[src/rtl/clk_src_pkg.sv]
package clk_src_pkg;
  typedef enum logic [1:0] {
    SRC_NORMAL    = 2'd0,
    SRC_PROG      = 2'd1,
    SRC_RCV_STRAP = 2'd2,
    SRC_RCV_PAIR  = 2'd3
  } src_e;
endpackage

[src/rtl/clk_src_strap.sv]
module clk_src_strap #(
  parameter int IDX_W = 5
) (
  input  logic             clk,
  input  logic             rst_n,
  input  logic [IDX_W-1:0] strap_i,
  output logic [IDX_W-1:0] strap_q
);
  // Transparent sampling throughout reset; frozen once reset is released.
  always_ff @(posedge clk) begin
    if (!rst_n) strap_q <= strap_i;
  end

  a_r1_strap_hold: assert property (@(posedge clk) disable iff (!rst_n)
    $past(rst_n) |-> $stable(strap_q));
endmodule

[src/rtl/clk_src_regs.sv]
module clk_src_regs #(
  parameter int N_W = 8,
  parameter int M_W = 7
) (
  input  logic           clk,
  input  logic           rst_n,
  input  logic           wr_pn_i,
  input  logic [N_W-1:0] pn_i,
  input  logic           wr_pm_i,
  input  logic [M_W-1:0] pm_i,
  input  logic           wr_rn_i,
  input  logic [N_W-1:0] rn_i,
  input  logic           wr_rm_i,
  input  logic [M_W-1:0] rm_i,
  input  logic           txn_end_i,
  output logic [N_W-1:0] pn_q,
  output logic [M_W-1:0] pm_q,
  output logic [N_W-1:0] rn_q,
  output logic [M_W-1:0] rm_q,
  output logic           chg_o
);
  logic wr_any;
  logic pend_q;

  assign wr_any = wr_pn_i | wr_pm_i | wr_rn_i | wr_rm_i;

  always_ff @(posedge clk or negedge rst_n) begin
    if (!rst_n) begin
      pn_q <= '0;
      pm_q <= '0;
      rn_q <= '0;
      rm_q <= '0;
    end else begin
      if (wr_pn_i) pn_q <= pn_i;
      if (wr_pm_i) pm_q <= pm_i;
      if (wr_rn_i) rn_q <= rn_i;
      if (wr_rm_i) rm_q <= rm_i;
    end
  end

  // Writes are gathered until the transaction closes; one event per transaction.
  always_ff @(posedge clk or negedge rst_n) begin
    if (!rst_n) begin
      pend_q <= 1'b0;
      chg_o  <= 1'b0;
    end else begin
      chg_o  <= txn_end_i & (pend_q | wr_any);
      pend_q <= txn_end_i ? 1'b0 : (pend_q | wr_any);
    end
  end

  a_r6_r7_event_due: assert property (@(posedge clk) disable iff (!rst_n)
    (txn_end_i && wr_any) |=> chg_o);
  a_r8_only_at_end: assert property (@(posedge clk) disable iff (!rst_n)
    chg_o |-> $past(txn_end_i));
  a_r13_no_write_no_event: assert property (@(posedge clk) disable iff (!rst_n)
    (txn_end_i && !wr_any && !pend_q) |=> !chg_o);
endmodule

[src/rtl/clk_src_arb.sv]
module clk_src_arb
  import clk_src_pkg::*;
#(
  parameter int IDX_W  = 5,
  parameter int N_W    = 8,
  parameter int M_W    = 7,
  parameter int OFS    = 3,
  parameter int RSV_LO = 16,
  parameter int RSV_HI = 18
) (
  input  logic             clk,
  input  logic             rst_n,
  input  logic             wd_timeout_i,
  input  logic             wd_clr_i,
  input  logic             rcv_sel_i,
  input  logic             prog_en_i,
  input  logic             override_i,
  input  logic [IDX_W-1:0] strap_i,
  input  logic [IDX_W-1:0] sw_sel_i,
  input  logic [N_W-1:0]   pn_i,
  input  logic [M_W-1:0]   pm_i,
  input  logic [N_W-1:0]   rn_i,
  input  logic [M_W-1:0]   rm_i,
  output src_e             mode_o,
  output logic [IDX_W-1:0] idx_o,
  output logic             idx_valid_o,
  output logic [N_W-1:0]   n_o,
  output logic [M_W-1:0]   m_o,
  output logic             nm_valid_o
);
  localparam int CW = N_W + 1;
  localparam logic [IDX_W-1:0] RSV_LO_V = RSV_LO[IDX_W-1:0];
  localparam logic [IDX_W-1:0] RSV_HI_V = RSV_HI[IDX_W-1:0];
  localparam logic [CW-1:0]    OFS_V    = OFS[CW-1:0];

  logic             rcv_q;
  logic [IDX_W-1:0] idx_sel;
  logic             pair_used;
  logic [CW-1:0]    n_ext, m_ext;

  // Timeout wins over a clear in the same cycle.
  always_ff @(posedge clk or negedge rst_n) begin
    if (!rst_n)            rcv_q <= 1'b0;
    else if (wd_timeout_i) rcv_q <= 1'b1;
    else if (wd_clr_i)     rcv_q <= 1'b0;
  end

  assign idx_sel = override_i ? sw_sel_i : strap_i;

  always_comb begin
    if (rcv_q) mode_o = rcv_sel_i ? SRC_RCV_PAIR : SRC_RCV_STRAP;
    else       mode_o = prog_en_i ? SRC_PROG : SRC_NORMAL;
  end

  always_comb begin
    idx_o     = idx_sel;
    n_o       = '0;
    m_o       = '0;
    pair_used = 1'b0;
    unique case (mode_o)
      SRC_NORMAL: ;
      SRC_PROG: begin
        n_o = pn_i; m_o = pm_i; pair_used = 1'b1;
      end
      SRC_RCV_STRAP: idx_o = strap_i;
      SRC_RCV_PAIR: begin
        n_o = rn_i; m_o = rm_i; pair_used = 1'b1;
      end
    endcase
  end

  assign n_ext       = CW'(n_o) + OFS_V;
  assign m_ext       = CW'(m_o) + OFS_V;
  assign nm_valid_o  = pair_used && (n_ext > m_ext);
  assign idx_valid_o = !((idx_o >= RSV_LO_V) && (idx_o <= RSV_HI_V));

  a_r9_enter_recovery: assert property (@(posedge clk) disable iff (!rst_n)
    wd_timeout_i |=> (mode_o == SRC_RCV_STRAP || mode_o == SRC_RCV_PAIR));
  a_r11_stay_recovery: assert property (@(posedge clk) disable iff (!rst_n)
    (rcv_q && !wd_clr_i) |=> rcv_q);
  a_r11_leave_recovery: assert property (@(posedge clk) disable iff (!rst_n)
    (wd_clr_i && !wd_timeout_i) |=> !rcv_q);
  a_r12_recovery_wins: assert property (@(posedge clk) disable iff (!rst_n)
    rcv_q |-> (mode_o != SRC_PROG));
endmodule

[src/rtl/clk_src_sel.sv]
module clk_src_sel
  import clk_src_pkg::*;
#(
  parameter int IDX_W  = 5,
  parameter int N_W    = 8,
  parameter int M_W    = 7,
  parameter int OFS    = 3,
  parameter int RSV_LO = 16,
  parameter int RSV_HI = 18
) (
  input  logic             clk,
  input  logic             rst_n,
  input  logic [IDX_W-1:0] strap_i,
  input  logic [IDX_W-1:0] sw_sel_i,
  input  logic             override_i,
  input  logic             prog_en_i,
  input  logic             rcv_sel_i,
  input  logic             wr_pn_i,
  input  logic [N_W-1:0]   pn_i,
  input  logic             wr_pm_i,
  input  logic [M_W-1:0]   pm_i,
  input  logic             wr_rn_i,
  input  logic [N_W-1:0]   rn_i,
  input  logic             wr_rm_i,
  input  logic [M_W-1:0]   rm_i,
  input  logic             txn_end_i,
  input  logic             wd_timeout_i,
  input  logic             wd_clr_i,
  output logic [IDX_W-1:0] strap_o,
  output logic [1:0]       mode_o,
  output logic [IDX_W-1:0] idx_o,
  output logic             idx_valid_o,
  output logic [N_W-1:0]   n_o,
  output logic [M_W-1:0]   m_o,
  output logic             nm_valid_o,
  output logic             freq_chg_o
);
  logic [N_W-1:0] pn_q, rn_q;
  logic [M_W-1:0] pm_q, rm_q;
  src_e           mode;

  clk_src_strap #(.IDX_W(IDX_W)) u_strap (
    .clk(clk), .rst_n(rst_n), .strap_i(strap_i), .strap_q(strap_o)
  );

  clk_src_regs #(.N_W(N_W), .M_W(M_W)) u_regs (
    .clk(clk), .rst_n(rst_n),
    .wr_pn_i(wr_pn_i), .pn_i(pn_i), .wr_pm_i(wr_pm_i), .pm_i(pm_i),
    .wr_rn_i(wr_rn_i), .rn_i(rn_i), .wr_rm_i(wr_rm_i), .rm_i(rm_i),
    .txn_end_i(txn_end_i),
    .pn_q(pn_q), .pm_q(pm_q), .rn_q(rn_q), .rm_q(rm_q), .chg_o(freq_chg_o)
  );

  clk_src_arb #(.IDX_W(IDX_W), .N_W(N_W), .M_W(M_W), .OFS(OFS),
                .RSV_LO(RSV_LO), .RSV_HI(RSV_HI)) u_arb (
    .clk(clk), .rst_n(rst_n),
    .wd_timeout_i(wd_timeout_i), .wd_clr_i(wd_clr_i), .rcv_sel_i(rcv_sel_i),
    .prog_en_i(prog_en_i), .override_i(override_i),
    .strap_i(strap_o), .sw_sel_i(sw_sel_i),
    .pn_i(pn_q), .pm_i(pm_q), .rn_i(rn_q), .rm_i(rm_q),
    .mode_o(mode), .idx_o(idx_o), .idx_valid_o(idx_valid_o),
    .n_o(n_o), .m_o(m_o), .nm_valid_o(nm_valid_o)
  );

  assign mode_o = mode;

  a_r4_pair_legal: assert property (@(posedge clk) disable iff (!rst_n)
    nm_valid_o |-> (N_W'(m_o) < n_o));
  a_r2_normal_quiet: assert property (@(posedge clk) disable iff (!rst_n)
    (mode_o == 2'd0) |-> (!nm_valid_o && n_o == '0 && m_o == '0));
endmodule

[config.mk]
export PLATFORM = sky130hd
export DESIGN_NAME = clk_src_sel
export DESIGN_NICKNAME = d
export VERILOG_FILES = /design/src/rtl/clk_src_pkg.sv /design/src/rtl/clk_src_strap.sv /design/src/rtl/clk_src_regs.sv /design/src/rtl/clk_src_arb.sv /design/src/rtl/clk_src_sel.sv
export SDC_FILE = /design/constraint.sdc
export NUM_CORES = 1
export LEC_CHECK = 0
export ABC_AREA = 0
export BUFFER_PORTS_ARGS = -buffer_cell sky130_fd_sc_hd__buf_2
export CELL_PAD_IN_SITES_DETAIL_PLACEMENT = 1
export CELL_PAD_IN_SITES_GLOBAL_PLACEMENT = 1
export CORE_MARGIN = 3
export CORE_UTILIZATION = 34
export DETAILED_ROUTE_END_ITERATION = 12
export GPL_ROUTABILITY_DRIVEN = 0
export PLACE_DENSITY_LB_ADDON = 0.1
export SLEW_MARGIN = 20
export SYNTH_ARGS = -nofsm -noshare
export SYNTH_HDL_FRONTEND = slang
export SYNTH_SLANG_ARGS = --single-unit
[constraint.sdc]
create_clock -name clk -period 5.6 [get_ports clk]
set_clock_uncertainty 0.05 [all_clocks]
set_input_delay 1.68 -clock clk [delete_from_list [all_inputs] [get_ports clk]]
set_output_delay 1.68 -clock clk [all_outputs]
set_load 0.01 [all_outputs]
# After elaboration in Yosys (flattened, before gate mapping)
# Index checks and enable logic that the tools add are counted.
totals:
  register_bits: 38
  inputBits: 52
op_classes:
  n_addsub: 2
  n_lt_le_gt_ge: 3
  eq_ne: 3
  mux: 11
  bitwise_logic: 5
  reduce_logical: 5
op_table:
  columns: ["op", "n"]
  rows:
  - ["8-bit case mux with 2 select lines", 1]
  - ["7-bit case mux with 2 select lines", 1]
  - ["5-bit two-way mux", 2]
  - ["8-bit by 2-bit adder with 9-bit output, second input constant", 1]
  - ["9-bit > comparator", 1]
  - ["7-bit by 2-bit adder with 8-bit output, second input constant", 1]
  - ["1-bit two-way mux", 6]
  - ["5-bit >= comparator, second input constant", 1]
  - ["5-bit <= comparator, second input constant", 1]
  - ["2-bit equality test, second input constant", 2]
  - ["1-bit OR", 4]
  - ["2-bit by 1-bit equality test with 1-bit output, second input constant", 1]
  - ["1-bit logical AND", 2]
  - ["2-bit two-way mux", 1]
  - ["2-bit nonzero test", 1]
  - ["2-bit OR reduction", 1]
  - ["1-bit bitwise AND", 1]
  - ["1-bit logical NOT", 1]

# Depth between registers and ports, before layout
# Gate-level depths: netlist (run 1).
depth:
  word_depth: 7
  ltp_mapped: 14

# Modules after synthesis
# From an unflattened synthesis (run 1), not the netlist that was laid out.
hier_totals:
  hier_cells: 191
  hier_area_um2: 2197.1
modules_own_cells:
  columns: ["module", "instances", "cells_per_inst", "area_per_inst_um2"]
  rows:
  - ["clk_src_regs", 1, 70, 1207.4]
  - ["clk_src_arb", 1, 115, 835.8]
  - ["clk_src_strap", 1, 6, 153.9]

# Least setup slack after synthesis (run 1)
# Ideal clock, no wire load.
synth_timing:
  kind: "input -> output"
  startpoint: "input prog_en_i"
  endpoint: "output nm_valid_o"
  arrival_ns: 3.925
  path_slack_ns: -0.055
  cell_stages: 14
  path_buffers: 2
  path_cell_list: "nor2b_1 > buf_2 > buf_4 > a22oi_1 > ha_1 > a21oi_1 > nand3_4 > xnor2_1 > ha_1 > a21o_1 > a21oi_1 > a22o_1 > a21oi_1 > o21a_1"
synth_between:
  elab_chain_len: 7
synth_lines:
  columns: ["element", "line_no", "source"]
  rows:
  - ["start: declaration", "clk_src_sel.sv:16", "input logic prog_en_i,"]
  - ["1-bit two-way mux *", "clk_src_arb.sv:52", "else mode_o = prog_en_i ? SRC_PROG : SRC_NORMAL;"]
  - ["2-bit two-way mux *", "clk_src_arb.sv:51", "if (rcv_q) mode_o = rcv_sel_i ? SRC_RCV_PAIR : SRC_RCV_STRAP;"]
  - ["2-bit equality test or 2-bit by 1-bit equality test with 1-bit output (tied branches)", "clk_src_arb.sv:60", "unique case (mode_o)"]
  - ["8-bit case mux with 2 select lines or 7-bit case mux with 2 select lines (tied branches)", "clk_src_arb.sv:60", null]
  - ["8-bit by 2-bit adder with 9-bit output or 7-bit by 2-bit adder with 8-bit output (tied branches)", "clk_src_arb.sv:72, clk_src_arb.sv:73", null]
  - ["9-bit > comparator", "clk_src_arb.sv:74", "assign nm_valid_o = pair_used && (n_ext > m_ext);"]
  - ["1-bit logical AND *", "clk_src_arb.sv:74", null]
  - ["end: declaration", "clk_src_sel.sv:35", "output logic nm_valid_o,"]
# Mark *: on every way between the ends. The rest lies on a longest branch, timed or not.

# Worst setup path in the final report (run 1)
# Same ends and word-level chain as after synthesis.

==> run metrics, run 1 <==
r2r worst-path depth=3; Slew Limit Fails=0; # IOs=82; row cnt=28; DR iter-0 viols=48; drt drc=0; worst reg2reg startpoint=u_regs.pend_q; sequential power share=44.4%; reg2reg end=u_regs.chg_o; crit path launch type=input pin; Comb power frac=30.9%; CTS root buf=clkbuf_8; Port Buffers=81; library cells used by synthesis=38; Total GRT Usage=16.8%; pre-CTS WS=-0.173 ns; vias in the first global route=1933; first-pass GRT wire length=9520 um; commonest non-fill, non-tap cell in the layout=buf_2; cell area after synthesis=2140 um^2; commonest non-fill, non-tap cells in the layout=81 x buf_2, 35 x mux2_2, 33 x dfrtp_1; status=finished clean; compound-cell area share of the yosys netlist=12.4%; full die area=7270 um^2; area of the core=5990 um^2; multiplexer area fraction after synthesis=18.4%; dpl cells=346; XOR/XNOR Fraction of Synth Area=4.51%; Clock Path Buffers=2; CP arrival=3.86 ns; pwr/cell area=247 nW/um^2; Hold Path End=u_regs.rn_q[7]; via total after detailed routing=1763; Adder-Cell Fraction of Synth Area=5.85%; final setup violation count=0; Multi-input gate area=1180 um^2; diode count=0; Worst Hold Path Cells=1; WL final=5760 um; main combinational cell family by area after synthesis=multiplexers; Syn Nets=238; Tmin final=5.59 ns; Final Net Count=342; Worst path slowest cell=a21o_1; Filler cells=681; Max Freq=0.179 GHz; cell internal pwr=521 uW; Crit path required time=3.87 ns; Max stage delay on crit path=0.19 ns; largest net degree at the start of global routing=35; die height=85.3 um; Max VDD drop=0.157 mV; antenna viol nets, final=0; simple-gate portion of the synthesized area=9.02%; part of the Yosys area used for sequential elements=45.7%; Hold-fix buffers, CTS=0; DR vias/cell=4.98; clock share of power=24.7%; P_leak=1.42 nW; P_sw=214 uW; RSZ-0062 raised after global routing=true; Synth Instances=176; final hold vios=0; Die W=85.3 um; Initial Utilization=35.7%; Clock Sinks=38; Ys Warns=0; slew margin rel.=50.3%; Critical Path Fanout Max=6; WL/cell=16.3 um; first drt pass iteration count=4; Post-Syn Area per Cell=12.1 um^2; Setup WS post-layout=0.00748 ns; worst skew pair latency=0.28 ns; Post-DP HPWL=4740 um; final non-filler cell total=354; worst min path class=register to register; H-tree levels=2; HP Start=u_regs.rn_q[7]; Setup Crit Path Kind=input pin to primary output; CP dominant cell by count=a21oi_2; CTS tree=yes; CTS buffer count=5; CP cell instances=buf_2, nor2b_4, buf_6, buf_12, a22o_2, nand3_2, buf_4, a21oi_2, xnor2_1, ha_1, a21o_1, a21oi_2, a22o_1, a21oi_2, o21a_1, buf_2; layout overhead on the synthesized area=39.3%; grt total ovfl=0; Worst-path clk slew=0.07 ns; Critical Path Sink Type=primary output; Reg2Reg Setup Slack=4.47 ns; share of cells above drive strength 1=64.2%; initial antenna violation count=0; Reg area=976 um^2; sw frac=29.1%; Slew @ Worst Pin=0.746 ns; Yosys reg bits=38; MaxCap Viol Count=0; Tcrit/Tclk final=99.9%
## repair_timing
item                                    4_1_cts  5_1_grt
endpoints found under the setup margin        1        1
pin swaps                                    18        3
gates resized for setup                      21        2
buffers inserted                              2        0
## metal layers
metal / vias to the layer above / part of all wire, % / wire length [um] / GRT usage (%)
met5: - / 0 / 0 / 0
li1: 843 / - / - / -
met1: 879 / 42 / 2420 / 20.7
met3: 6 / 3.2 / 185 / 3.11
met2: 35 / 54 / 3100 / 30.4
met4: 0 / 0.96 / 55 / 3.45
## logic make-up after synthesis
family	after synthesis
simple gates	35
xor+xnor	11
flops	38
buf+inv	17
mux	35
compound gates	30
fa+ha+maj	10
## final cells by class
type                       count  share of cell area, %
inverter                       8                   1.01
multi-input combinational    121                   39.7
clock buffer                   6                   2.77
tap                           75                   3.15
sequential                    38                   32.8
timing repair buffer         106                   20.6
## sequential cells by signal (all words and copies together) (netlist names)
signal           flops
u_regs.pend_q        1
u_regs.pn_q          8
u_strap.strap_q      5
u_arb.rcv_q          1
u_regs.pm_q          7
u_regs.chg_o         1
u_regs.rn_q          8
u_regs.rm_q          7
## power by group through the flow
| stage | Clock, mW | Sequential [mW] | Combinational (mW) |
|---|---|---|---|
| CTS | 0.188 | 0.327 | 0.229 |
| detailed placement | 0 | 0.330 | 0.210 |
| finish | 0.181 | 0.326 | 0.227 |
| floorplan | 0 | 0.326 | 0.124 |
| global placement | 0 | 0.329 | 0.206 |
| global route | 0.202 | 0.330 | 0.253 |
## worst max-delay path, delay by kind of cell
family                   cells  cell delay, ns
adder cells (fa/ha/maj)      1            0.18
AND/OR/NAND/NOR              2            0.27
buffers and inverters        5            0.65
XOR/XNOR                     1            0.08
AO/OA/AOI/OAI                7            1.00
## stage by stage
stage | utilization, % | power (mW) | hold slack (ns) | TNS (ns) | cell area [um^2]
3_5_place_dp | 46.2 | 0.540 | 0.446 | -0.173 | 2770
2_1_floorplan | - | 0.450 | 0.431 | 0 | 2140
5_1_grt | 49.7 | 0.785 | 0.481 | -0.180 | 2980
4_1_cts | 49.4 | 0.744 | 0.467 | 0 | 2960
6_report | 49.7 | 0.735 | 0.464 | 0 | 2980
3_3_place_gp | 46.2 | 0.535 | 0.441 | -0.191 | 2770
## cell usage after synthesis
cell type / count / area [um^2]
nor2b_1: 2 / 12.5
a22o_1: 3 / 26.3
a21o_1: 1 / 7.51
dfrtp_1: 33 / 826
buf_2: 1 / 5.00
nor3_2: 1 / 10.0
nand3_2: 1 / 10.0
a22o_4: 4 / 70.1
xor2_1: 4 / 35.0
and2_4: 1 / 8.76
a211oi_1: 1 / 7.51
inv_1: 8 / 30.0
nand3_4: 1 / 17.5
a22oi_1: 4 / 30.0
nor2_2: 1 / 6.26
o21ai_1: 1 / 5.00
a21oi_1: 4 / 20.0
xnor2_1: 7 / 61.3
mux2_2: 35 / 394
o22ai_1: 2 / 12.5
o21bai_1: 1 / 7.51
nand4b_1: 1 / 8.76
clkbuf_1: 4 / 15.0
buf_6: 2 / 22.5
ha_1: 10 / 125
nand2b_1: 1 / 6.26
nand3_1: 3 / 15.0
nand4_1: 3 / 18.8
o21ai_0: 2 / 10.0
a21oi_2: 1 / 8.76
nand2_1: 10 / 37.5
buf_4: 2 / 15.0
or4_1: 1 / 7.51
o21a_1: 1 / 7.51
nor2_1: 9 / 33.8
a22oi_2: 1 / 12.5
a22o_2: 4 / 40.0
edfxtp_1: 5 / 150
## how the worst max path moves through the flow
stage               startpoint    endpoint  slack, ns  cells past startpoint
global route         prog_en_i  nm_valid_o      -0.18                     15
detailed placement   prog_en_i  nm_valid_o      -0.17                     15
finish               prog_en_i  nm_valid_o      0.007                     16
floorplan            prog_en_i  nm_valid_o       0.04                     14
global placement     prog_en_i  nm_valid_o      -0.19                     15
CTS                  prog_en_i  nm_valid_o      0.003                     15
No activity file was read; power rests on OpenSTA's default activity.
==> run 2, diff against run 1 <==
--- a/config.mk
+++ b/config.mk
@@ -14,7 +14,8 @@
 export DETAILED_ROUTE_END_ITERATION = 12
 export GPL_ROUTABILITY_DRIVEN = 0
 export PLACE_DENSITY_LB_ADDON = 0.1
-export SLEW_MARGIN = 20
+export SLEW_MARGIN = 5
 export SYNTH_ARGS = -nofsm -noshare
 export SYNTH_HDL_FRONTEND = slang
+export SYNTH_HIERARCHICAL = 1
 export SYNTH_SLANG_ARGS = --single-unit
==> run metrics, run 2 <==
status=finished with violations (was finished clean); violated checks=setup timing; clock share of power=26.1% (was 24.7%); Slew @ Worst Pin=0.809 ns (was 0.746 ns); crit path launch type=input pin (unchanged); Final Net Count=364 (was 342); cell area after synthesis=2200 um^2 (was 2140 um^2); EDFF count, synth=5 (unchanged); Crit path required time=3.87 ns (about the same); Die W=86.4 um (was 85.3 um); Hold-fix buffers, CTS=0 (unchanged); Max Freq=0.177 GHz (was 0.179 GHz); Clock Sinks=38 (unchanged); layout overhead on the synthesized area=40.8% (was 39.3%); Worst Hold Path Cells=1 (unchanged); reg2reg end=u_arb/rcv_q (was u_regs.chg_o); vias in the first global route=1955 (was 1933); DR iter-0 viols=44 (was 48); pwr/cell area=241 nW/um^2 (was 247 nW/um^2); CTS tree=yes (unchanged); Yosys top cell by area=dfrtp_1 (unchanged); MaxCap Viol Count=0 (unchanged); Slew Limit Fails=0 (unchanged); Port Buffers=81 (unchanged); Tcrit/Tclk final=101% (was 99.9%); setup TNS=-0.0393 ns (was 0 ns); worst skew pair latency=0.28 ns (about the same); Synth area leaders=dfrtp_1 38%, mux2_2 17%, edfxtp_1 6.8% (was dfrtp_1 39%, mux2_2 18%, edfxtp_1 7.0%); diode count=0 (unchanged); Worst-path clk slew=0.07 ns (about the same); worst min path class=register to register (unchanged); Yosys top cell area share=37.6% (was 38.6%); antenna viol nets, final=0 (unchanged); Max VDD drop=0.142 mV (was 0.157 mV); CTS root buf=clkbuf_8 (unchanged); cell internal pwr=520 uW (was 521 uW); Max stage delay on crit path=0.38 ns (was 0.19 ns); Tot Pwr=746 uW (was 735 uW); Async S/R FF share, synth=86.8% (unchanged); Tmin final=5.64 ns (was 5.59 ns); Critical Path Fanout Max=9 (was 6); via total after detailed routing=1876 (was 1763); r2r worst-path depth=2 (was 3); Initial Utilization=36.0% (was 35.7%); Synth Instances=191 (was 176); WL/cell=16.2 um (was 16.3 um); synth cell count leaders=33 x dfrtp_1, 33 x mux2_2, 16 x nand3_1 (was 35 x mux2_2, 33 x dfrtp_1, 10 x ha_1, 10 x nand2_1, 9 x nor2_1); Area after DPL=2800 um^2 (was 2770 um^2); area of the core=6100 um^2 (was 5990 um^2); Hold Path End=u_regs/rm_q[5] (was u_regs.rn_q[7]); Syn Nets=253 (was 238); full die area=7460 um^2 (was 7270 um^2); Post-Syn Area per Cell=11.5 um^2 (was 12.1 um^2); first drt pass iteration count=4 (unchanged); Clock Path Buffers=2 (unchanged); worst reg2reg startpoint=u_arb/rcv_q (was u_regs.pend_q); initial antenna violation count=0 (unchanged); die height=86.4 um (was 85.3 um); WL final=6140 um (was 5760 um); post-route cell area=3090 um^2 (was 2980 um^2); P_sw=226 uW (was 214 uW); # IOs=82 (unchanged); pre-CTS WS=-0.195 ns (was -0.173 ns); Ys Warns=6 (was 0); RSZ-0062 raised after global routing=true (unchanged); Reg2Reg Setup Slack=4.26 ns (was 4.47 ns); Setup Crit Path Kind=input pin to primary output (unchanged); CP cell instances=buf_12, nand3_1, o21ai_2, buf_4, buf_4, buf_4, buf_4, o2111ai_2, xor2_1, ha_1, nand3_2, or3_1, o211ai_1, a21oi_1, buf_2 (was buf_2, nor2b_4, buf_6, buf_12, a22o_2, nand3_2, buf_4, a21oi_2, xnor2_1, ha_1, a21o_1, a21oi_2, a22o_1, a21oi_2, o21a_1, buf_2); Critical Path Sink Type=primary output (unchanged); Worst path slowest cell=or3_1 (was a21o_1); Filler cells=707 (was 681); drt drc=0 (unchanged); CP dominant cell by count=buf_4 (was a21oi_2); P_leak=1.51 nW (was 1.42 nW); Setup WS post-layout=-0.0393 ns (was 0.00748 ns); final setup violation count=1 (was 0); commonest non-fill, non-tap cells in the layout=79 x buf_2, 33 x mux2_2, 33 x dfrtp_1 (was 81 x buf_2, 35 x mux2_2, 33 x dfrtp_1); HP Start=u_regs/rm_q[5] (was u_regs.rn_q[7]); DR vias/cell=4.96 (was 4.98); Bufs and invs on worst path=6 (was 5); Post-DP HPWL=4740 um (about the same); Total GRT Usage=17.0% (was 16.8%); final hold vios=0 (unchanged); slew margin rel.=46.0% (was 50.3%); row cnt=28 (unchanged); H-tree levels=2 (unchanged); part of the Yosys area used for sequential elements=44.4% (was 45.7%); CTS buffer count=5 (unchanged); commonest non-fill, non-tap cell in the layout=buf_2 (unchanged); sequential power share=43.5% (was 44.4%); biggest regs=u_regs/pn_q x8, u_regs/rn_q x8 (was u_regs.pn_q x8, u_regs.rn_q x8); library cells used by synthesis=32 (was 38); Comb power frac=30.4% (was 30.9%); CP arrival=3.91 ns (was 3.86 ns); Worst path top cell family by delay=buffers and inverters (was compound AO/OA/AOI/OAI gates); sw frac=30.3% (was 29.1%); first-pass GRT wire length=9920 um (was 9520 um); grt total ovfl=0 (unchanged); largest net degree at the start of global routing=35 (unchanged); main flop type after synthesis=dfrtp_1 (unchanged); share of cells above drive strength 1=57.1% (was 64.2%); Yosys reg bits=38 (unchanged)
[run 2: cells by family after synthesis]
kind of cell / synth area share (%)
AO/OA/AOI/OAI: 8.88
XOR/XNOR: 4.38
adder cells (fa/ha/maj): 5.69
buffers and inverters: 5.92
flip-flops: 44.4
multiplexers: 19.2
AND/OR/NAND/NOR: 11.4
[run 2: cell type report]
| cell class | instances | area, um^2 | area share [%] |
|---|---|---|---|
| Clock buffer | 7 | 86.3 | 2.79 |
| Clock inverter | 1 | 5.00 | 0.162 |
| Inverter | 13 | 48.8 | 1.58 |
| Multi-Input combinational cell | 130 | 1190 | 38.6 |
| Sequential cell | 38 | 976 | 31.5 |
| Tap cell | 75 | 93.8 | 3.03 |
| Timing Repair Buffer | 114 | 689 | 22.3 |
[run 2: how the worst max path moves through the flow]
| stage | startpoint | to | cells after the start |
|---|---|---|---|
| final | rcv_sel_i | nm_valid_o | 15 |
| after global routing | prog_en_i | nm_valid_o | 13 |
| after CTS | rcv_sel_i | nm_valid_o | 13 |
| after detailed placement | rcv_sel_i | nm_valid_o | 12 |
| after global placement | rcv_sel_i | nm_valid_o | 14 |
| after floorplan | prog_en_i | nm_valid_o | 12 |
[run 2: stage by stage]
step	hold WS, ns	util, %	std cells
2_1_floorplan	0.409	-	191
3_3_place_gp	0.441	46.0	362
3_5_place_dp	0.432	46.0	362
4_1_cts	0.459	49.0	376
5_1_grt	0.483	50.8	378
6_report	0.457	50.8	378
[run 2: per-layer routing]
| layer | share of wire, % | vias up | GRT usage [%] | routed length [um] |
|---|---|---|---|---|
| li1 | - | 909 | - | - |
| met1 | 44 | 917 | 22.5 | 2690 |
| met2 | 50 | 48 | 27.7 | 3100 |
| met3 | 5.3 | 2 | 4.37 | 324 |
| met4 | 0.41 | 0 | 4.67 | 25 |
| met5 | 0 | - | 0 | 0 |
[run 2: power by group through the flow]
stage | Clock (mW) | Combinational [mW] | Sequential (mW)
floorplan | 0 | 0.122 | 0.323
global placement | 0 | 0.202 | 0.328
detailed placement | 0 | 0.206 | 0.329
CTS | 0.205 | 0.217 | 0.324
global route | 0.220 | 0.253 | 0.328
finish | 0.195 | 0.227 | 0.324
[run 2: what timing repair did]
item / CTS / global route
gates resized for setup: 15 / 16
setup buffers: 6 / 2
pin swaps: 5 / 11
gates cloned: 0 / 0
setup endpoints to repair: 1 / 1
